--- config.mk ---
export PLATFORM = sky130hd
export DESIGN_NAME = i2cx_target
export DESIGN_NICKNAME = d
export VERILOG_FILES = /design/src/rtl/i2cx_pkg.sv /design/src/rtl/i2cx_linesync.sv /design/src/rtl/i2cx_regbank.sv /design/src/rtl/i2cx_target.sv
export SDC_FILE = /design/constraint.sdc
export NUM_CORES = 1
export LEC_CHECK = 0
export ABC_AREA = 1
export BUFFER_PORTS_ARGS = -buffer_cell sky130_fd_sc_hd__buf_2
export CORE_MARGIN = 1
export CORE_UTILIZATION = 67
export DETAILED_ROUTE_END_ITERATION = 12
export PLACE_DENSITY = 0.85
export SLEW_MARGIN = 20
export SYNTH_ARGS = -nofsm -noshare
export SYNTH_HDL_FRONTEND = slang
export SYNTH_SLANG_ARGS = --single-unit
--- constraint.sdc ---
create_clock -name clk -period 4.6 [get_ports clk]
set_input_delay 0.23 -clock clk [delete_from_list [all_inputs] [get_ports clk]]
set_output_delay 0.23 -clock clk [all_outputs]
set_load 0.1 [all_outputs]
--- src/rtl/i2cx_pkg.sv ---
package i2cx_pkg;
    localparam int DW = 8;

    typedef enum logic [3:0] {
        ST_IDLE,
        ST_ADDR,
        ST_ACK_ADDR,
        ST_WR_RX,
        ST_ACK_WR,
        ST_RD_TX,
        ST_RD_ACK,
        ST_RD_NEXT,
        ST_IGNORE
    } tgt_state_e;
endpackage

--- src/rtl/i2cx_linesync.sv ---
module i2cx_linesync #(
    parameter int NL     = 2,
    parameter int STAGES = 2
) (
    input  logic          clk,
    input  logic          rst_n,
    input  logic [NL-1:0] lines_i,
    output logic [NL-1:0] lines_s,
    output logic [NL-1:0] lines_q
);
    for (genvar g = 0; g < NL; g++) begin : g_line
        logic [STAGES-1:0] chain;
        logic              last;
        always_ff @(posedge clk or negedge rst_n) begin
            if (!rst_n) begin
                chain <= '1;
                last  <= 1'b1;
            end else begin
                chain <= {chain[STAGES-2:0], lines_i[g]};
                last  <= chain[STAGES-1];
            end
        end
        assign lines_s[g] = chain[STAGES-1];
        assign lines_q[g] = last;
    end
endmodule

--- src/rtl/i2cx_regbank.sv ---
module i2cx_regbank
    import i2cx_pkg::*;
#(
    parameter int IDX_W = 3
) (
    input  logic             clk,
    input  logic             rst_n,
    input  logic             we,
    input  logic [IDX_W-1:0] widx,
    input  logic [DW-1:0]    wdata,
    input  logic [IDX_W-1:0] ridx_a,
    output logic [DW-1:0]    rdata_a,
    input  logic [IDX_W-1:0] ridx_b,
    output logic [DW-1:0]    rdata_b
);
    localparam int NREG = 1 << IDX_W;

    logic [DW-1:0] regs [NREG];

    for (genvar g = 0; g < NREG; g++) begin : g_reg
        always_ff @(posedge clk or negedge rst_n) begin
            if (!rst_n)
                regs[g] <= '0;
            else if (we && widx == IDX_W'(g))
                regs[g] <= wdata;
        end
    end

    assign rdata_a = regs[ridx_a];
    assign rdata_b = regs[ridx_b];

    // a commit lands at the selected register
    assert_write_lands_R4: assert property (@(posedge clk) disable iff (!rst_n)
        we |=> regs[$past(widx)] == $past(wdata));
endmodule

--- src/rtl/i2cx_target.sv ---
module i2cx_target
    import i2cx_pkg::*;
#(
    parameter logic [6:0] DEV_ADDR = 7'h2A,
    parameter int         IDX_W    = 3
) (
    input  logic             clk,
    input  logic             rst_n,
    input  logic             scl_i,
    input  logic             sda_i,
    output logic             sda_oe,
    input  logic [IDX_W-1:0] loc_idx,
    output logic [DW-1:0]    loc_data
);
    localparam logic [3:0] BYTE_BITS = 4'd8;

    logic [1:0] ln_s, ln_q;
    logic scl_s, sda_s, scl_q, sda_q;
    logic scl_rise, scl_fall, start_det, stop_det;

    i2cx_linesync #(.NL(2), .STAGES(2)) u_sync (
        .clk     (clk),
        .rst_n   (rst_n),
        .lines_i ({sda_i, scl_i}),
        .lines_s (ln_s),
        .lines_q (ln_q)
    );

    assign scl_s     = ln_s[0];
    assign sda_s     = ln_s[1];
    assign scl_q     = ln_q[0];
    assign sda_q     = ln_q[1];
    assign scl_rise  = scl_s & ~scl_q;
    assign scl_fall  = ~scl_s & scl_q;
    assign start_det = scl_s & scl_q & sda_q & ~sda_s;
    assign stop_det  = scl_s & scl_q & ~sda_q & sda_s;

    tgt_state_e       st, nxt;
    logic [3:0]       bit_cnt;
    logic [DW-1:0]    shreg, txsh;
    logic [IDX_W-1:0] idx;
    logic             idx_first;
    logic             addr_hit, rw_bit, byte_end, wr_en;
    logic [DW-1:0]    tx_byte;

    assign addr_hit = (shreg[7:1] == DEV_ADDR);
    assign rw_bit   = shreg[0];
    assign byte_end = scl_fall && (bit_cnt == BYTE_BITS);
    assign wr_en    = (st == ST_WR_RX) && byte_end && !idx_first
                      && !start_det && !stop_det;

    i2cx_regbank #(.IDX_W(IDX_W)) u_bank (
        .clk     (clk),
        .rst_n   (rst_n),
        .we      (wr_en),
        .widx    (idx),
        .wdata   (shreg),
        .ridx_a  (idx),
        .rdata_a (tx_byte),
        .ridx_b  (loc_idx),
        .rdata_b (loc_data)
    );

    // next-state logic
    always_comb begin
        nxt = st;
        if (stop_det)
            nxt = ST_IDLE;
        else if (start_det)
            nxt = ST_ADDR;
        else begin
            unique case (st)
                ST_IDLE:     nxt = ST_IDLE;
                ST_ADDR:     if (byte_end) nxt = addr_hit ? ST_ACK_ADDR : ST_IGNORE;
                ST_ACK_ADDR: if (scl_fall) nxt = rw_bit ? ST_RD_TX : ST_WR_RX;
                ST_WR_RX:    if (byte_end) nxt = ST_ACK_WR;
                ST_ACK_WR:   if (scl_fall) nxt = ST_WR_RX;
                ST_RD_TX:    if (byte_end) nxt = ST_RD_ACK;
                ST_RD_ACK:   if (scl_rise) nxt = sda_s ? ST_IGNORE : ST_RD_NEXT;
                ST_RD_NEXT:  if (scl_fall) nxt = ST_RD_TX;
                ST_IGNORE:   nxt = ST_IGNORE;
                default:     nxt = ST_IDLE;
            endcase
        end
    end

    // state register
    always_ff @(posedge clk or negedge rst_n) begin
        if (!rst_n) st <= ST_IDLE;
        else        st <= nxt;
    end

    // datapath and bus drive
    always_ff @(posedge clk or negedge rst_n) begin
        if (!rst_n) begin
            bit_cnt   <= '0;
            shreg     <= '0;
            txsh      <= '0;
            idx       <= '0;
            idx_first <= 1'b1;
            sda_oe    <= 1'b0;
        end else if (stop_det) begin
            sda_oe    <= 1'b0;
        end else if (start_det) begin
            bit_cnt   <= '0;
            sda_oe    <= 1'b0;
            idx_first <= 1'b1;
        end else begin
            unique case (st)
                ST_ADDR, ST_WR_RX: begin
                    if (scl_rise && bit_cnt < BYTE_BITS) begin
                        shreg   <= {shreg[DW-2:0], sda_s};
                        bit_cnt <= bit_cnt + 4'd1;
                    end
                    if (byte_end) begin
                        bit_cnt <= '0;
                        if (st == ST_WR_RX || addr_hit)
                            sda_oe <= 1'b1;
                        if (st == ST_WR_RX) begin
                            if (idx_first) begin
                                idx       <= shreg[IDX_W-1:0];
                                idx_first <= 1'b0;
                            end else begin
                                idx <= idx + IDX_W'(1);
                            end
                        end
                    end
                end
                ST_ACK_ADDR: begin
                    if (scl_fall) begin
                        if (rw_bit) begin
                            sda_oe  <= ~tx_byte[DW-1];
                            txsh    <= {tx_byte[DW-2:0], 1'b0};
                            bit_cnt <= 4'd1;
                        end else begin
                            sda_oe  <= 1'b0;
                        end
                    end
                end
                ST_ACK_WR: begin
                    if (scl_fall) sda_oe <= 1'b0;
                end
                ST_RD_TX: begin
                    if (byte_end) begin
                        sda_oe  <= 1'b0;
                        idx     <= idx + IDX_W'(1);
                        bit_cnt <= '0;
                    end else if (scl_fall) begin
                        sda_oe  <= ~txsh[DW-1];
                        txsh    <= {txsh[DW-2:0], 1'b0};
                        bit_cnt <= bit_cnt + 4'd1;
                    end
                end
                ST_RD_NEXT: begin
                    if (scl_fall) begin
                        sda_oe  <= ~tx_byte[DW-1];
                        txsh    <= {tx_byte[DW-2:0], 1'b0};
                        bit_cnt <= 4'd1;
                    end
                end
                default: ;
            endcase
        end
    end

    // the drive only changes while the synchronised clock is low
    assert_oe_scl_low_R10: assert property (@(posedge clk) disable iff (!rst_n)
        (sda_oe != $past(sda_oe)) |-> !scl_s);

    // a stored byte moves the pointer forward by one
    assert_ptr_step_R4: assert property (@(posedge clk) disable iff (!rst_n)
        wr_en |=> idx == $past(idx) + IDX_W'(1));

    // a START restarts address reception
    assert_start_restart_R8: assert property (@(posedge clk) disable iff (!rst_n)
        (start_det && !stop_det) |=> (st == ST_ADDR && bit_cnt == 4'd0));

    // a STOP releases the line and idles
    assert_stop_release_R12: assert property (@(posedge clk) disable iff (!rst_n)
        stop_det |=> (!sda_oe && st == ST_IDLE));

    // silent while ignoring the bus
    assert_ignore_quiet_R7: assert property (@(posedge clk) disable iff (!rst_n)
        (st == ST_IGNORE) |-> !sda_oe);
endmodule

==> impl_metrics.env <==
export IMPL_run_status="completed"
export IMPL_cp_data_required_time_ps=4370
export IMPL_drtIter0Drc=617
export IMPL_fillers=605
export IMPL_pre_cts_ws_ps=1870
export IMPL_synth_top_area_share_pct=41.4
export IMPL_path_max_fanout=37
export IMPL_hold_violations=0
export IMPL_crit_chain="buf_2, clkinv_1, a21oi_1, o21ai_0, a31oi_1, buf_2"
export IMPL_yosys_area_share_simple_pct=28.4
export IMPL_diodes=0
export IMPL_yosysTopAreaCell="dfrtp_1"
export IMPL_synthesis_nets=733
export IMPL_vias=5128
export IMPL_wl_per_cell_um=16.9
export IMPL_worst_pin_slew_ps=926
export IMPL_via_per_inst=6.24
export IMPL_wirelength_um=13900
export IMPL_die_h_um=92.6
export IMPL_initial_utilization_pct=70.1
export IMPL_syn_cell_area_sq_mm=0.00550
export IMPL_crit_slowest_cell="clkinv_1"
export IMPL_grt_max_degree=54
export IMPL_io_buffers=15
export IMPL_grt_pass1_wl_um=23400
export IMPL_crit_family="buffers and inverters"
export IMPL_holdCritPathClass="reg -> reg"
export IMPL_rsz0062_at_grt="false"
export IMPL_grt_usage_pct=35.2
export IMPL_drv_slew=0
export IMPL_worstSetupEndpointType="primary output"
export IMPL_syn_inst=718
export IMPL_register_area_sq_mm=0.00246
export IMPL_p_per_area_mw_per_mm2=300
export IMPL_synth_fa_ha_area_share_pct=1.82
export IMPL_numCtsBuffers=9
export IMPL_setup_ws_ps=1760
export IMPL_die_x_um=92.6
export IMPL_final_cell_mix="207 x nand2_1, 91 x dfrtp_1, 80 x o21ai_0"
export IMPL_crit_top_cell="buf_2"
export IMPL_fin_crit_sh_pct=61.8
export IMPL_power_leakage_nw=2.61
export IMPL_start_kind="primary input"
export IMPL_final_net_count=730
export IMPL_cp_arrival_ps=2610
export IMPL_layout_drive_gt1_share_pct=8.89
export IMPL_synth_area_leaders="dfrtp_1 41%, nand2_1 14%, o21ai_0 7.3%"
export IMPL_rows=32
export IMPL_vdd_drop_max_mv=0.167
export IMPL_power_mw=1.73
export IMPL_placed_cells=803
export IMPL_synthDistinctLibCells=33
export IMPL_clockBufferDepth=2
export IMPL_stdcell_count=822
export IMPL_grt_pass1_vias=4911
export IMPL_ant_nets=0
export IMPL_clock_latency_ps=370
export IMPL_path_clk_slew_ps=90
export IMPL_finalCriticalPeriod_ps=2840
export IMPL_synth_seq_area_share_pct=44.8
export IMPL_final_common_cell="nand2_1"
export IMPL_clock_skew_ps=15.5
export IMPL_antenna_found_initial=0
export IMPL_synth_top_family_by_area="simple AND/OR/NAND/NOR gates"
export IMPL_yosysWarningCount=0
export IMPL_dp_hpwl_um=9340
export IMPL_htreeDepth=3
export IMPL_multi_input_area_sq_mm=0.00264
export IMPL_dieArea_sq_mm=0.00857
export IMPL_fmax_ghz=0.352
export IMPL_core_sq_mm=0.00785
export IMPL_synth_compound_area_share_pct=17.5
export IMPL_drc=0
export IMPL_ys_seq_elements=98
export IMPL_avgSynthCellArea_sq_um=7.66
export IMPL_clock_sinks=98
export IMPL_top_level_ports=16
export IMPL_gp_congestion=0.947
export IMPL_drt_pass1_iterations=5
export IMPL_synthMuxAreaShare_pct=0
export IMPL_path_buf_inv=3
export IMPL_cts_tree="yes"
export IMPL_maxSlewHeadroom_pct=38.3
export IMPL_grt_overflow=0
export IMPL_synth_xor_area_share_pct=0.319
export IMPL_synthToLayoutAreaGrowth_pct=4.78
export IMPL_setup_viol=0
export IMPL_cts_post_setup_buffers_inserted=0
export IMPL_cap_violations=0
export IMPL_clockRootBuffer="clkbuf_8"
export IMPL_crit_type="in -> out"
export IMPL_tns_ps=0
export IMPL_cpPeakStageDelay_ps=750
==> cell families (layout without fill, tap and decap cells) <==
kind of cell	count (synthesis)	count (layout)
buf+inv	89	91
xor+xnor	2	2
compound gates	176	176
flops	98	98
fa+ha+maj	8	8
simple gates	345	345
==> power by group <==
| part | leakage (nW) | switching (mW) | internal, mW | total, mW |
|---|---|---|---|---|
| logic | 1.17 | 0.170 | 0.0609 | 0.231 |
| clock network | 0.103 | 0.298 | 0.282 | 0.580 |
| registers | 1.34 | 0.0292 | 0.887 | 0.916 |
| total | 2.61 | 0.497 | 1.23 | 1.73 |
==> sequential cells by signal (all words and copies together) (netlist names) <==
register	count
u_bank.regs	64
shreg	8
txsh	7
bit_cnt	4
st	4
u_sync.g_line.chain	4
idx	3
u_sync.g_line.last	2
idx_first	1
sda_oe	1
==> synthesized netlist by cell type <==
| cell | number |
|---|---|
| nand3_1 | 66 |
| o211ai_1 | 13 |
| a21oi_1 | 19 |
| inv_1 | 52 |
| clkinv_1 | 2 |
| nor2_4 | 3 |
| nor3_1 | 3 |
| nand2_4 | 2 |
| o21ai_2 | 7 |
| ha_1 | 8 |
| nand3_2 | 1 |
| inv_2 | 1 |
| nor2_8 | 1 |
| o21a_1 | 1 |
| buf_2 | 5 |
| dfrtp_1 | 91 |
| buf_1 | 2 |
| nor2_1 | 46 |
| clkbuf_1 | 19 |
| nand2_2 | 1 |
| o22ai_1 | 7 |
| xnor2_1 | 1 |
| dfstp_2 | 7 |
| xor2_1 | 1 |
| o21ai_0 | 80 |
| nor2_2 | 2 |
| a31oi_1 | 5 |
| nand4_1 | 6 |
| buf_6 | 8 |
| nand3_4 | 7 |
| a21boi_0 | 1 |
| nand2_1 | 207 |
| o21ai_1 | 43 |
==> layout make-up <==
class	instances	share of cell area (%)
Sequential cell	98	42.7
Clock buffer	12	2.69
Multi-Input combinational cell	531	45.8
Tap cell	102	2.21
Timing Repair Buffer	20	2.13
Inverter	55	3.58
Clock inverter	4	0.890
==> per-layer routing <==
| layer | vias to the layer above | wire length, um | global-route usage, % |
|---|---|---|---|
| met3 | 41 | 1320 | 7.14 |
| met5 | - | 0 | 0 |
| li1 | 2378 | - | - |
| met1 | 2436 | 5860 | 48.7 |
| met2 | 273 | 6300 | 53.3 |
| met4 | 0 | 420 | 17.2 |
==> metrics by stage <==
| stage | hold WS (ps) | utilization (%) | instance area [sq um] |
|---|---|---|---|
| after CTS | 365 | 73.4 | 5760 |
| after detailed placement | 317 | 70.4 | 5530 |
| final | 362 | 73.4 | 5760 |
| after global placement | 300 | 70.4 | 5530 |
| after floorplan | -65.6 | - | 5500 |
| after global routing | 367 | 73.4 | 5760 |
==> what timing repair did <==
item                                   CTS  global route
endpoints found under the hold margin   53             0
hold buffers                             3             0
gates resized for setup                  0             0
==> final timing paths <==
kind,from,endpoint,slack [ps],depth (start not counted)
worst min register to register,u_sync.g_line[0].chain[0],u_sync.g_line[0].chain[1],360,0
min in group asynchronous,rst_n,u_bank.regs[61],440,2
max in group asynchronous,rst_n,u_bank.regs[7],3090,3
worst max register to register,idx[1],u_bank.regs[29],2120,5
worst min-delay path,u_sync.g_line[0].chain[0],u_sync.g_line[0].chain[1],360,0
worst max-delay path,loc_idx[0],loc_data[7],1760,6
==> worst register-to-register path, stage by stage (launching register included) <==
cell	delay (ps)
dfrtp_1	950
inv_1	550
ha_1	440
nand3_4	250
nand2_1	110
o21ai_1	100
(Power assumes the default switching activity.)
